==> src/rtl/lic_timer_pkg.sv <==
package lic_timer_pkg;
  localparam int MAX_SHIFT = 7;
  localparam int SH_W      = 3;
  localparam int LVT_MASK_BIT = 16;
  localparam int LVT_PER_BIT  = 17;

  typedef enum logic [1:0] {
    SEL_ENTRY = 2'd0,
    SEL_START = 2'd1,
    SEL_DIV   = 2'd2,
    SEL_NONE  = 2'd3
  } reg_sel_e;

  // Codes 0..6 map to shift code+1, code 7 wraps to shift 0.
  function automatic logic [SH_W-1:0] div_to_shift(input logic [3:0] cfg);
    logic [SH_W-1:0] code;
    code = {cfg[3], cfg[1], cfg[0]};
    return code + 3'd1;
  endfunction
endpackage

==> src/rtl/lic_timer_regs.sv <==
module lic_timer_regs
  import lic_timer_pkg::*;
#(
  parameter int DATA_W = 32,
  parameter int VEC_W  = 8
) (
  input  logic              clk,
  input  logic              rst,
  input  logic              wr_en,
  input  logic [1:0]        wr_sel,
  input  logic [DATA_W-1:0] wr_data,
  output logic [VEC_W-1:0]  vec,
  output logic              masked,
  output logic              periodic,
  output logic [SH_W-1:0]   shift,
  output logic              load
);
  logic [3:0] div_q;
  logic       unused_hi;

  assign unused_hi = ^{wr_data[DATA_W-1:LVT_PER_BIT+1], wr_data[LVT_MASK_BIT-1:VEC_W]};

  always_ff @(posedge clk) begin
    if (rst) begin
      vec      <= '0;
      masked   <= 1'b1;
      periodic <= 1'b0;
      div_q    <= '0;
    end else if (wr_en) begin
      case (reg_sel_e'(wr_sel))
        SEL_ENTRY: begin
          vec      <= wr_data[VEC_W-1:0];
          masked   <= wr_data[LVT_MASK_BIT];
          periodic <= wr_data[LVT_PER_BIT];
        end
        SEL_DIV:   div_q <= wr_data[3:0];
        default:   ;
      endcase
    end
  end

  assign shift = div_to_shift(div_q);
  assign load  = wr_en && (reg_sel_e'(wr_sel) == SEL_START);
endmodule

==> src/rtl/lic_timer_prescale.sv <==
module lic_timer_prescale
  import lic_timer_pkg::*;
#(
  parameter int PRE_W = MAX_SHIFT
) (
  input  logic            clk,
  input  logic            rst,
  input  logic            load,
  input  logic [SH_W-1:0] shift,
  output logic            tick
);
  logic [PRE_W-1:0] pre_q;
  logic [PRE_W-1:0] pre_inc;
  logic [PRE_W-1:0] msk;

  assign pre_inc = pre_q + 1'b1;
  assign msk     = PRE_W'((32'd1 << shift) - 32'd1);
  assign tick    = !load && ((pre_inc & msk) == '0);

  always_ff @(posedge clk) begin
    if (rst || load) pre_q <= '0;
    else             pre_q <= pre_inc;
  end
endmodule

==> src/rtl/lic_timer_count.sv <==
module lic_timer_count #(
  parameter int CNT_W = 32
) (
  input  logic             clk,
  input  logic             rst,
  input  logic             load,
  input  logic [CNT_W-1:0] load_val,
  input  logic             periodic,
  input  logic             tick,
  output logic             fire,
  output logic [CNT_W-1:0] cur_count
);
  logic [CNT_W-1:0] ic_q, ph_q, ic_n, ph_n;
  logic             done_q, armed_q, dn_n, ar_n;

  always_comb begin
    ic_n = ic_q;
    ph_n = ph_q;
    dn_n = done_q;
    ar_n = armed_q;
    fire = 1'b0;
    if (load) begin
      ic_n = load_val;
      ph_n = '0;
      dn_n = 1'b0;
      ar_n = 1'b1;
    end else if (tick && armed_q && !done_q) begin
      if (ph_q == ic_q) begin
        if (!periodic) begin
          dn_n = 1'b1;
          fire = 1'b1;
        end else if (ic_q != '0) begin
          ph_n = '0;
          fire = 1'b1;
        end
      end else begin
        ph_n = ph_q + 1'b1;
      end
    end
  end

  always_ff @(posedge clk) begin
    if (rst) begin
      ic_q      <= '0;
      ph_q      <= '0;
      done_q    <= 1'b0;
      armed_q   <= 1'b0;
      cur_count <= '0;
    end else begin
      ic_q      <= ic_n;
      ph_q      <= ph_n;
      done_q    <= dn_n;
      armed_q   <= ar_n;
      cur_count <= (!ar_n || dn_n) ? '0 : ic_n - ph_n;
    end
  end

  AST_PHASE_BOUND: assert property (@(posedge clk) disable iff (rst)
    armed_q |-> ph_q <= ic_q);
  AST_ONESHOT_STOP: assert property (@(posedge clk) disable iff (rst)
    (fire && !periodic) |=> (cur_count == '0 && done_q));
  AST_PERIOD_RELOAD: assert property (@(posedge clk) disable iff (rst)
    (fire && periodic) |=> cur_count == $past(ic_q));
  AST_ZERO_PERIOD_IDLE: assert property (@(posedge clk) disable iff (rst)
    (periodic && ic_q == '0 && !load) |=> (ph_q == '0 && cur_count == '0));
endmodule

==> src/rtl/lic_timer.sv <==
module lic_timer
  import lic_timer_pkg::*;
#(
  parameter int CNT_W = 32,
  parameter int VEC_W = 8
) (
  input  logic             clk,
  input  logic             rst,
  input  logic             wr_en,
  input  logic [1:0]       wr_sel,
  input  logic [CNT_W-1:0] wr_data,
  output logic             irq_o,
  output logic [VEC_W-1:0] irq_vec_o,
  output logic [CNT_W-1:0] cur_count_o
);
  logic [VEC_W-1:0] vec;
  logic             masked, periodic, load, tick, fire;
  logic [SH_W-1:0]  shift;

  lic_timer_regs #(.DATA_W(CNT_W), .VEC_W(VEC_W)) i_regs (
    .clk(clk), .rst(rst), .wr_en(wr_en), .wr_sel(wr_sel), .wr_data(wr_data),
    .vec(vec), .masked(masked), .periodic(periodic), .shift(shift), .load(load)
  );

  lic_timer_prescale #(.PRE_W(MAX_SHIFT)) i_pre (
    .clk(clk), .rst(rst), .load(load), .shift(shift), .tick(tick)
  );

  lic_timer_count #(.CNT_W(CNT_W)) i_cnt (
    .clk(clk), .rst(rst), .load(load), .load_val(wr_data), .periodic(periodic),
    .tick(tick), .fire(fire), .cur_count(cur_count_o)
  );

  always_ff @(posedge clk) begin
    if (rst) begin
      irq_o     <= 1'b0;
      irq_vec_o <= '0;
    end else begin
      irq_o <= fire && !masked;
      if (fire && !masked) irq_vec_o <= vec;
    end
  end

  AST_IRQ_SINGLE: assert property (@(posedge clk) disable iff (rst)
    irq_o |=> !irq_o);
  AST_IRQ_ON_TICK: assert property (@(posedge clk) disable iff (rst)
    irq_o |-> $past(tick));
  AST_MASK_QUIET: assert property (@(posedge clk) disable iff (rst)
    irq_o |-> !$past(masked));
endmodule

==> config.mk <==
export PLATFORM = sky130hd
export DESIGN_NAME = lic_timer
export DESIGN_NICKNAME = d
export VERILOG_FILES = /design/src/rtl/lic_timer_pkg.sv /design/src/rtl/lic_timer_regs.sv /design/src/rtl/lic_timer_prescale.sv /design/src/rtl/lic_timer_count.sv /design/src/rtl/lic_timer.sv
export SDC_FILE = /design/constraint.sdc
export NUM_CORES = 1
export LEC_CHECK = 0
export ABC_AREA = 1
export ABC_CLOCK_PERIOD_IN_PS = 3550
export CORE_ASPECT_RATIO = 0.8
export CORE_MARGIN = 3
export CORE_UTILIZATION = 32
export CTS_BUF_LIST = sky130_fd_sc_hd__clkbuf_4 sky130_fd_sc_hd__clkbuf_8
export CTS_CLUSTER_SIZE = 30
export DETAILED_ROUTE_END_ITERATION = 7
export PLACE_DENSITY_LB_ADDON = 0.05
export SETUP_SLACK_MARGIN = 0.5
export SLEW_MARGIN = 20
export SYNTH_ARGS = -nofsm -noshare
export SYNTH_HDL_FRONTEND = slang
export SYNTH_SLANG_ARGS = --single-unit
==> constraint.sdc <==
create_clock -name clk -period 3.55 [get_ports clk]
set_input_delay 0.5325 -clock clk [delete_from_list [all_inputs] [get_ports clk]]
set_output_delay 0.5325 -clock clk [all_outputs]
set_load 0.01 [all_outputs]
==> reports/metrics.yaml <==
layout_common_cells: "nand2_1, buf_4, nor2_1"
ant_nets: 0
final_hold_viol_count: 0
peakVddDrop_uv: 231
rsz0062_at_grt: "yes"
async_flop_share_pct: 0
critical_path_required_ns: 3.92
grt_pass1_wl_um: 50400
crit_type: "reg2reg"
netlist_instances: 1365
fin_ws_ns: -0.515
diodes: 0
cts.sink_count: 127
fmaxAchievable_mhz: 246
route.vias.total: 9829
firstDrtPassIters: 5
port_buffers: 77
final_common_cell: "nand2_1"
setup_viol: 27
start_util_pct: 33.2
yosys.area.top_type: "dfxtp_1"
power_mw: 4.54
die_y_um: 152
place.gp.congestion: 0.936
outcome: "complete, but fails checks"
drc: 0
powerDensity_mw_per_mm2: 347
critPathMaxFanout: 7
tns_ns: -10.52
p_leak_nw: 6.17
yosys_register_bits: 127
drt-total-wl_um: 32100
stdcell_area_mm2: 0.0131
clkTransAtPathRegs_ns: 0.08
synth_area_mm2: 0.00858
htreeDepth: 4
via_per_inst: 4.70
rows: 52
slew-limit-headroom_pct: 48.9
drive_above_1_share_pct: 29.0
cp_data_arrival_time_ns: 4.44
synth_nets: 1439
clock-root-buffer: "clkbuf_8"
end_kind: "register"
ios: 78
synth_top_area_share_pct: 29.6
fill_cells: 2721
synthDistinctLibCells: 49
worst_pin_slew_ns: 0.766
min_period_ns: 4.06
nNetsFinal: 1801
die_w_um: 189
critPathBufInv: 5
core-area_mm2: 0.0258
crit_family: "adder cells"
cts_tree: "yes"
synth-edff-count: 0
ys_warn_count: 0
violations: "negative setup slack"
clk_path_buf_depth: 2
pre_cts_slack_ns: -0.670
cpPeakStageDelay_ns: 0.37
skew_ns: 0.00917
clock_latency_ns: 0.47
place_area_mm2: 0.0120
synth.area.top_cells: "dfxtp_1, nand2_1, nor2_1"
overflow: 0
start_kind: "register"
synthFlopType: "dfxtp_1"
hold_class: "reg2reg"
grt_pass1_vias: 9148
slowest_stage: "fa_2"
first_iter_violations: 727
hpwlAfterDp_um: 24900
slew_violations: 0
period_share_pct: 115
area_delta_synth_final_pct: 52.4
avgSynthCellArea_um2: 6.29
cts_made_buffers: 17
drv_cap: 0
ys_seq_area_share_pct: 29.6
grt.total_usage_pct: 22.1
grt_antenna_before_repair: 0
drt-wirelength-per-cell_um: 15.3
grt_max_degree: 62
fp.dieArea_mm2: 0.0288
==> state kept, by name, indices dropped and copies added (netlist names) <==
register / flops
i_cnt.armed_q: 1
i_cnt.cur_count: 32
i_cnt.done_q: 1
i_cnt.ic_q: 32
i_cnt.ph_q: 32
i_pre.pre_q: 7
i_regs.div_q: 3
i_regs.masked: 1
i_regs.periodic: 1
i_regs.vec: 8
irq_o: 1
irq_vec_o: 8
==> synthesized netlist by cell type (2+ instances only) <==
master	instances
nand2_1	324
nor2_1	238
inv_1	164
dfxtp_1	127
o21ai_0	96
a21oi_1	79
nand3_1	52
ha_1	36
xor2_1	32
nor3_1	28
clkbuf_1	25
nand4_1	17
or2_2	15
inv_2	13
o211ai_1	13
xnor2_1	13
o21ai_1	10
a21oi_2	8
buf_2	8
o21bai_1	7
a21o_1	5
buf_6	5
nor3_2	5
nand2_2	4
or2_1	4
a21boi_0	3
nor4_1	3
o2111ai_1	3
a31oi_1	2
nand3_2	2
nand3_4	2
nand3b_1	2
nor2_2	2
nor2_4	2
o221ai_1	2
==> what timing repair did <==
item,4_1_cts,5_1_grt
pin swaps,52,26
gates resized for setup,94,38
endpoints found under the setup margin,31,31
hold buffers,0,0
setup buffers,14,9
==> per-stage QoR <==
stage,utilization [%],cells,hold WS (ns)
after floorplan,-,1365,0.430
after global placement,46.4,2036,0.460
after detailed placement,46.4,2036,0.455
after CTS,49.7,2082,0.478
after global routing,50.6,2091,0.497
final,50.6,2091,0.475
==> power by group <==
part           internal, mW  total, mW  switching [mW]
logic                 0.842       1.80           0.959
clock network         0.567       1.23           0.662
registers              1.48       1.51          0.0304
==> cell families (layout without fill, tap and decap cells) <==
| family | after synthesis | after routing | share of synthesized area (%) |
|---|---|---|---|
| buffers and inverters | 217 | 592 | 10.1 |
| XOR/XNOR | 45 | 45 | 4.59 |
| flip-flops | 127 | 127 | 29.6 |
| adder cells (fa/ha/maj) | 37 | 37 | 5.48 |
| AND/OR/NAND/NOR | 705 | 705 | 34.8 |
| AO/OA/AOI/OAI | 234 | 234 | 15.4 |
==> layout make-up <==
type	count	area (um^2)	area share [%]
clock inverter	14	118	0.899
clock buffer	18	248	1.89
multi-input combinational	1021	5890	45.0
inverter	177	669	5.12
sequential	127	2540	19.5
tap	351	439	3.36
timing repair buffer	383	3170	24.2
==> metal layers <==
| layer | vias up | GRT usage [%] | wire (um) |
|---|---|---|---|
| li1 | 5091 | - | - |
| met1 | 4486 | 33.8 | 16700 |
| met2 | 230 | 31.7 | 13000 |
| met3 | 22 | 4.02 | 1850 |
| met4 | 0 | 5.35 | 499 |
| met5 | - | 0 | 0 |
==> worst min-delay path: stages (launching register included) <==
cell	delay [ns]
dfxtp_1	0.34
nand2_1	0.05
nand3_1	0.05
==> final timing paths <==
kind	from	to	slack (ns)	depth (start not counted)
min	i_regs.masked	i_regs.masked	0.47	2
min reg2reg	i_regs.masked	i_regs.masked	0.47	2
max reg2reg	i_regs.div_q[1]	i_cnt.cur_count[28]	-0.51	28
max	i_regs.div_q[1]	i_cnt.cur_count[28]	-0.51	28
(Power assumes the default switching activity.)
